`config.mk`:
```
export PLATFORM = sky130hd
export DESIGN_NAME = ipi_target_resolver
export DESIGN_NICKNAME = d
export VERILOG_FILES = /design/src/rtl/ipi_resolver_pkg.sv /design/src/rtl/ipi_lowest_pick.sv /design/src/rtl/ipi_dest_match.sv /design/src/rtl/ipi_action_dec.sv /design/src/rtl/ipi_target_resolver.sv
export SDC_FILE = /design/constraint.sdc
export NUM_CORES = 1
export LEC_CHECK = 0
export BUFFER_PORTS_ARGS = -buffer_cell sky130_fd_sc_hd__buf_2
export CAP_MARGIN = 15
export CORE_MARGIN = 2
export CORE_UTILIZATION = 37
export CTS_BUF_LIST = sky130_fd_sc_hd__clkbuf_8
export CTS_CLUSTER_SIZE = 40
export DETAILED_ROUTE_END_ITERATION = 16
export PLACE_DENSITY_LB_ADDON = 0.3
export SLEW_MARGIN = 25
export SYNTH_ARGS = -nofsm -noshare
export SYNTH_HDL_FRONTEND = slang
export SYNTH_SLANG_ARGS = --single-unit
```
`constraint.sdc`:
```
create_clock -name clk -period 0.8 [get_ports clk]
set_input_delay 0.2 -clock clk [delete_from_list [all_inputs] [get_ports clk]]
set_output_delay 0.2 -clock clk [all_outputs]
set_load 0.05 [all_outputs]
```
`src/rtl/ipi_resolver_pkg.sv`:
```
package ipi_resolver_pkg;

  localparam int VEC_LSB   = 0;
  localparam int MODE_LSB  = 8;
  localparam int DMODE_BIT = 11;
  localparam int LEVEL_BIT = 14;
  localparam int TRIG_BIT  = 15;
  localparam int SH_LSB    = 18;
  localparam int DEST_LSB  = 24;

  typedef enum logic [2:0] {
    DM_FIXED  = 3'd0,
    DM_LOWEST = 3'd1,
    DM_SMI    = 3'd2,
    DM_RSV3   = 3'd3,
    DM_NMI    = 3'd4,
    DM_INIT   = 3'd5,
    DM_START  = 3'd6,
    DM_RSV7   = 3'd7
  } dlv_mode_e;

  typedef enum logic [1:0] {
    SH_FIELD  = 2'd0,
    SH_SELF   = 2'd1,
    SH_ALL    = 2'd2,
    SH_OTHERS = 2'd3
  } shorthand_e;

endpackage

```
`src/rtl/ipi_lowest_pick.sv`:
```
module ipi_lowest_pick #(
  parameter int N = 4
) (
  input  logic [N-1:0] req,
  output logic [N-1:0] gnt
);
  // isolate lowest set bit
  assign gnt = req & (~req + N'(1));
endmodule

```
`src/rtl/ipi_dest_match.sv`:
```
module ipi_dest_match #(
  parameter int NCPU  = 4,
  parameter int ID_W  = 8,
  parameter int FMT_W = 4
) (
  input  logic [ID_W-1:0]       dest,
  input  logic                  logical,
  input  logic [NCPU-1:0]       present,
  input  logic [NCPU*ID_W-1:0]  phys_tbl,
  input  logic [NCPU*ID_W-1:0]  log_tbl,
  input  logic [NCPU*FMT_W-1:0] fmt_tbl,
  output logic [NCPU-1:0]       hit
);
  localparam int NIB = ID_W / 2;
  localparam logic [FMT_W-1:0] FMT_FLAT    = '1;
  localparam logic [FMT_W-1:0] FMT_CLUSTER = '0;

  logic [NCPU-1:0] phys_raw;
  logic [NCPU-1:0] phys_first;
  logic [NCPU-1:0] log_hit;

  for (genvar i = 0; i < NCPU; i++) begin : g_slot
    logic [ID_W-1:0]  pid;
    logic [ID_W-1:0]  lid;
    logic [FMT_W-1:0] fmt;
    assign pid = phys_tbl[i*ID_W +: ID_W];
    assign lid = log_tbl[i*ID_W +: ID_W];
    assign fmt = fmt_tbl[i*FMT_W +: FMT_W];
    assign phys_raw[i] = present[i] && (pid == dest);

    always_comb begin
      log_hit[i] = 1'b0;
      if (fmt == FMT_FLAT) begin
        log_hit[i] = |(dest & lid);
      end else if (fmt == FMT_CLUSTER) begin
        log_hit[i] = (dest[ID_W-1:NIB] == lid[ID_W-1:NIB]) &&
                     (|(dest[NIB-1:0] & lid[NIB-1:0]));
      end
    end
  end

  ipi_lowest_pick #(.N(NCPU)) u_first (
    .req (phys_raw),
    .gnt (phys_first)
  );

  always_comb begin
    if (logical) begin
      hit = log_hit & present;
    end else if (dest == '1) begin
      hit = present;
    end else begin
      hit = phys_first;
    end
  end
endmodule

```
`src/rtl/ipi_action_dec.sv`:
```
module ipi_action_dec
  import ipi_resolver_pkg::*;
#(
  parameter int NCPU = 4
) (
  input  logic [NCPU-1:0] tgt,
  input  dlv_mode_e       mode,
  input  logic            level,
  input  logic            trig,
  output logic [NCPU-1:0] fixed_m,
  output logic [NCPU-1:0] smi_m,
  output logic [NCPU-1:0] nmi_m,
  output logic [NCPU-1:0] init_m,
  output logic [NCPU-1:0] start_m,
  output logic [NCPU-1:0] arbsync_m
);
  logic deassert;
  assign deassert = !level && trig;

  always_comb begin
    fixed_m   = '0;
    smi_m     = '0;
    nmi_m     = '0;
    init_m    = '0;
    start_m   = '0;
    arbsync_m = '0;
    unique case (mode)
      DM_FIXED, DM_LOWEST: fixed_m = tgt;
      DM_SMI:              smi_m   = tgt;
      DM_NMI:              nmi_m   = tgt;
      DM_INIT: begin
        if (deassert) arbsync_m = tgt;
        else          init_m    = tgt;
      end
      DM_START:            start_m = tgt;
      default: ;
    endcase
  end
endmodule

```
`src/rtl/ipi_target_resolver.sv`:
```
module ipi_target_resolver
  import ipi_resolver_pkg::*;
#(
  parameter int NCPU  = 4,
  parameter int IDX_W = (NCPU > 1) ? $clog2(NCPU) : 1
) (
  input  logic              clk,
  input  logic              rst_n,
  input  logic              cmd_lo_we,
  input  logic [31:0]       cmd_lo,
  input  logic [31:0]       cmd_hi,
  input  logic [IDX_W-1:0]  self_idx,
  input  logic [NCPU-1:0]   cpu_present,
  input  logic [NCPU*8-1:0] cpu_phys_id,
  input  logic [NCPU*8-1:0] cpu_log_id,
  input  logic [NCPU*4-1:0] cpu_fmt,
  output logic              res_valid,
  output logic [NCPU-1:0]   res_mask,
  output logic [7:0]        res_vector,
  output logic              res_trig,
  output logic [NCPU-1:0]   act_fixed,
  output logic [NCPU-1:0]   act_smi,
  output logic [NCPU-1:0]   act_nmi,
  output logic [NCPU-1:0]   act_init,
  output logic [NCPU-1:0]   act_start,
  output logic [NCPU-1:0]   act_arbsync
);
  localparam int ID_W  = 8;
  localparam int FMT_W = 4;

  // command field decode
  logic [7:0]  c_vec;
  dlv_mode_e   c_mode;
  logic        c_logical;
  logic        c_level;
  logic        c_trig;
  shorthand_e  c_sh;
  logic [ID_W-1:0] c_dest;

  assign c_vec     = cmd_lo[VEC_LSB +: 8];
  assign c_mode    = dlv_mode_e'(cmd_lo[MODE_LSB +: 3]);
  assign c_logical = cmd_lo[DMODE_BIT];
  assign c_level   = cmd_lo[LEVEL_BIT];
  assign c_trig    = cmd_lo[TRIG_BIT];
  assign c_sh      = shorthand_e'(cmd_lo[SH_LSB +: 2]);
  assign c_dest    = cmd_hi[DEST_LSB +: ID_W];

  logic unused_bits;
  assign unused_bits = ^{cmd_lo[31:20], cmd_lo[17:16], cmd_lo[13:12], cmd_hi[23:0]};

  // destination set
  logic [NCPU-1:0] field_hit;
  logic [NCPU-1:0] self_oh;
  logic [NCPU-1:0] sel_set;
  logic [NCPU-1:0] low_one;
  logic [NCPU-1:0] tgt;

  assign self_oh = NCPU'(1) << self_idx;

  ipi_dest_match #(.NCPU(NCPU), .ID_W(ID_W), .FMT_W(FMT_W)) u_match (
    .dest     (c_dest),
    .logical  (c_logical),
    .present  (cpu_present),
    .phys_tbl (cpu_phys_id),
    .log_tbl  (cpu_log_id),
    .fmt_tbl  (cpu_fmt),
    .hit      (field_hit)
  );

  always_comb begin
    unique case (c_sh)
      SH_FIELD:  sel_set = field_hit;
      SH_SELF:   sel_set = self_oh & cpu_present;
      SH_ALL:    sel_set = cpu_present;
      SH_OTHERS: sel_set = cpu_present & ~self_oh;
      default:   sel_set = '0;
    endcase
  end

  ipi_lowest_pick #(.N(NCPU)) u_lowest (
    .req (sel_set),
    .gnt (low_one)
  );

  assign tgt = (c_mode == DM_LOWEST) ? low_one : sel_set;

  logic [NCPU-1:0] fx_d, smi_d, nmi_d, ini_d, st_d, arb_d;

  ipi_action_dec #(.NCPU(NCPU)) u_act (
    .tgt       (tgt),
    .mode      (c_mode),
    .level     (c_level),
    .trig      (c_trig),
    .fixed_m   (fx_d),
    .smi_m     (smi_d),
    .nmi_m     (nmi_d),
    .init_m    (ini_d),
    .start_m   (st_d),
    .arbsync_m (arb_d)
  );

  // next state
  logic            valid_n;
  logic [NCPU-1:0] mask_n;
  logic [7:0]      vec_n;
  logic            trig_n;
  logic [NCPU-1:0] fx_n, smi_n, nmi_n, ini_n, st_n, arb_n;

  always_comb begin
    valid_n = cmd_lo_we;
    mask_n  = '0;
    vec_n   = '0;
    trig_n  = 1'b0;
    fx_n    = '0;
    smi_n   = '0;
    nmi_n   = '0;
    ini_n   = '0;
    st_n    = '0;
    arb_n   = '0;
    if (cmd_lo_we) begin
      mask_n = tgt;
      vec_n  = c_vec;
      trig_n = c_trig;
      fx_n   = fx_d;
      smi_n  = smi_d;
      nmi_n  = nmi_d;
      ini_n  = ini_d;
      st_n   = st_d;
      arb_n  = arb_d;
    end
  end

  // registers
  always_ff @(posedge clk or negedge rst_n) begin
    if (!rst_n) begin
      res_valid   <= 1'b0;
      res_mask    <= '0;
      res_vector  <= '0;
      res_trig    <= 1'b0;
      act_fixed   <= '0;
      act_smi     <= '0;
      act_nmi     <= '0;
      act_init    <= '0;
      act_start   <= '0;
      act_arbsync <= '0;
    end else begin
      res_valid   <= valid_n;
      res_mask    <= mask_n;
      res_vector  <= vec_n;
      res_trig    <= trig_n;
      act_fixed   <= fx_n;
      act_smi     <= smi_n;
      act_nmi     <= nmi_n;
      act_init    <= ini_n;
      act_start   <= st_n;
      act_arbsync <= arb_n;
    end
  end

  // assertions
  logic [NCPU-1:0] any_act;
  assign any_act = act_fixed | act_smi | act_nmi | act_init | act_start | act_arbsync;

  a_r1_valid_after_write: assert property (@(posedge clk) disable iff (!rst_n)
    res_valid == $past(cmd_lo_we));

  a_r6_only_populated: assert property (@(posedge clk) disable iff (!rst_n)
    res_valid |-> ((res_mask & ~$past(cpu_present)) == '0));

  a_r8_lowest_single: assert property (@(posedge clk) disable iff (!rst_n)
    (res_valid && $past(cmd_lo[10:8]) == 3'd1) |-> $onehot0(res_mask));

  a_r7_one_action_kind: assert property (@(posedge clk) disable iff (!rst_n)
    $onehot0({|act_fixed, |act_smi, |act_nmi, |act_init, |act_start, |act_arbsync}));

  a_r7_actions_in_mask: assert property (@(posedge clk) disable iff (!rst_n)
    (any_act & ~res_mask) == '0);

  a_r10_quiet_when_idle: assert property (@(posedge clk) disable iff (!rst_n)
    !res_valid |-> (res_mask == '0 && any_act == '0 && res_vector == '0 && !res_trig));

endmodule

```
==> impl_metrics.env <==
export IMPL_drt_pass1_iterations=4
export IMPL_antenna_found_initial=0
export IMPL_fin_cells=502
export IMPL_nets=594
export IMPL_clockBufferDepth=2
export IMPL_whs_ps=120
export IMPL_ys_flop_type="dfrtp_1"
export IMPL_synth_edff_count=0
export IMPL_yosysSeqAreaShare=0.398
export IMPL_critical_path_max_fanout=5
export IMPL_drv_slew=0
export IMPL_ant_nets=0
export IMPL_yosys_cell_count_top_type="dfrtp_1"
export IMPL_worstPathRequired_ps=1020
export IMPL_ys_warn_count=0
export IMPL_synth_seq_cells=38
export IMPL_rows=29
export IMPL_drt_wl_total_um=7690
export IMPL_p_leak_nw=2.10
export IMPL_setup_viol=66
export IMPL_vias_per_cell=4.97
export IMPL_die_h_um=84.4
export IMPL_numCtsBuffers=5
export IMPL_grt_start_max_net_pins=32
export IMPL_grtUsageTotal=0.216
export IMPL_timing_worst_setup_path_type="input port to register"
export IMPL_dpl_cell_area_um2=3620
export IMPL_drc_errors=0
export IMPL_period_share=2.38
export IMPL_syn_inst=232
export IMPL_endpoint_kind="register"
export IMPL_synth_avg_cell_area_um2=10.3
export IMPL_slew_headroom=0.601
export IMPL_min_path_type="input port to register"
export IMPL_synth_area_um2=2390
export IMPL_period_needed_ps=1910
export IMPL_drive_above_1_share=0.616
export IMPL_gp_congestion=0.837
export IMPL_synth_compound_area_frac=0.126
export IMPL_areaGrowthSynthToFinish_pct=83.1
export IMPL_synth_top_area_frac=0.398
export IMPL_min_delay_start="cmd_lo[6]"
export IMPL_dp_cells=489
export IMPL_wl_per_cell_um=15.3
export IMPL_final_cell_area_um2=4380
export IMPL_status="finished with violations"
export IMPL_vias=2495
export IMPL_setup_slack_ps=-1110
export IMPL_violations="negative setup slack"
export IMPL_synth_top_area_cell="dfrtp_1"
export IMPL_synthMuxAreaShare=0
export IMPL_async_flop_share=1.00
export IMPL_dieArea_um2=7120
export IMPL_crit_path_start_kind="input port"
export IMPL_hold_viol=0
export IMPL_htreeDepth=2
export IMPL_max_freq_ghz=0.525
export IMPL_hpwl_um=6220
export IMPL_synthSimpleGateAreaFrac=0.226
export IMPL_root_buffer="clkbuf_8"
export IMPL_grt_pass1_wl_um=12200
export IMPL_cts_tree="built"
export IMPL_rsz0062_at_grt="yes"
export IMPL_synth_area_leaders="dfrtp_1 40%, xor2_1 9.2%, ha_1 8.4%, nor2_1 3.8%, xnor2_1 3.7%"
export IMPL_grt_overflow_total=0
export IMPL_start_util=0.379
export IMPL_synth_xor_area_frac=0.128
export IMPL_core_area_um2=6310
export IMPL_holdPathStages=2
export IMPL_synth_fp_nets=401
export IMPL_drt_initial_drc_count=56
export IMPL_synth_top_family_by_area="simple AND/OR/NAND/NOR gates"
export IMPL_max_cap_violations=0
export IMPL_synth_common_cells="38 x dfrtp_1, 25 x xor2_1, 24 x nor2_1, 16 x ha_1"
export IMPL_die_w_um=84.4
export IMPL_fillers=483
export IMPL_io_pins=191
export IMPL_grt_pass1_vias=2623
export IMPL_clkTransAtPathRegs_ps=70
export IMPL_worst_pin_slew_ps=592
export IMPL_synth_fa_ha_area_frac=0.0837
export IMPL_antenna_cells=0
export IMPL_pwr_density_cell_nw_per_um2=1220
export IMPL_worst_endpoint_arrival_ps=2130
export IMPL_yosysUniqueCellTypes=49
export IMPL_holdPathEnd="res_vector[6]"
export IMPL_vdd_drop_max_mv=1.24
export IMPL_cts_sinks=38
export IMPL_total_power_mw=5.36
export IMPL_io_buffer_count=150
-- kinds of logic (layout without fill, tap and decap cells) --
group | count (synthesis) | in the layout
xor+xnor | 35 | 35
simple gates | 96 | 96
fa+ha+maj | 16 | 16
buf+inv | 16 | 209
compound gates | 31 | 31
flops | 38 | 38
-- per-layer routing --
metal  routed length, um  global-route usage
met4                 118              0.0563
met1                2870               0.240
met2                4200               0.413
met3                 503              0.0511
met5                   0                   0
-- sequential cells by signal, indices dropped and copies added, names as in the netlist --
name	flops
res_mask	4
res_vector	8
act_start	4
act_smi	4
act_nmi	4
act_fixed	4
act_arbsync	4
res_valid	1
res_trig	1
act_init	4
-- through the flow --
step,util,setup TNS [ps],worst slack (ps)
after global placement,0.574,-36710,-1530
after CTS,0.666,-33900,-1100
after detailed placement,0.574,-37400,-1550
final,0.693,-34220,-1110
after floorplan,-,-24950,-1230
after global routing,0.693,-37100,-1200
-- worst max path at each step --
stage                   start      endpoint  slack [ps]  cells past startpoint
2_1_floorplan      cmd_hi[30]  act_fixed[3]       -1230                      8
3_3_place_gp       cmd_hi[30]  act_fixed[3]       -1530                      9
3_5_place_dp       cmd_hi[30]  act_fixed[3]       -1550                      9
4_1_cts        cpu_log_id[15]  act_fixed[3]       -1100                      9
5_1_grt            cmd_hi[31]  act_fixed[3]       -1200                      9
6_report           cmd_hi[31]  act_start[2]       -1110                      9
-- what timing repair did --
action	in CTS	in global routing
hold buffers	1	0
resized for setup	118	32
pin swaps	18	16
hold endpoints to repair	7	0
endpoints found under the setup margin	66	66
setup buffers	3	2
-- power breakdown --
part	internal (mW)	leakage, nW	total [mW]	switching, mW
registers	1.97	0.515	2.00	0.0263
clock network	0.997	0.0573	1.62	0.628
logic	0.851	1.53	1.74	0.888
-- critical path, cell delays in order --
cell       delay (ps)
buf_12            120
ha_4              220
or4_4             530
o211ai_4          210
o2111ai_4         170
o31ai_4           330
nand2_4           120
buf_6             150
nor2_4             80
-- cell usage in the layout, fill, tap and decap left out, types with 3 or more instances in the layout --
cell type / Yosys / routed
nor4_1: 13 / 10
buf_2: 4 / 104
nand3_1: 5 / 4
nand3b_1: 3 / 3
buf_12: 0 / 5
inv_1: 4 / 3
nor2_2: 0 / 7
xor2_1: 25 / 25
buf_4: 1 / 41
nor2_4: 0 / 6
and2_1: 9 / 9
xnor2_1: 10 / 7
xnor2_2: 0 / 3
or4_1: 4 / 3
nor2_1: 24 / 11
nand2_1: 13 / 12
clkbuf_8: 0 / 6
ha_1: 16 / 4
ha_4: 0 / 12
a22oi_1: 4 / 4
nand4_1: 8 / 8
buf_6: 3 / 45
dfrtp_1: 38 / 38
-- cell type report --
| class | instances | area [um2] | share of cell area |
|---|---|---|---|
| Clock inverter | 1 | 30.0 | 0.00686 |
| Tap cell | 77 | 96.3 | 0.0220 |
| Sequential cell | 38 | 951 | 0.217 |
| Clock buffer | 6 | 82.6 | 0.0189 |
| Inverter | 4 | 15.0 | 0.00343 |
| Timing Repair Buffer | 198 | 1480 | 0.337 |
| Multi-Input combinational cell | 178 | 1730 | 0.395 |
(Power assumes the default switching activity.)
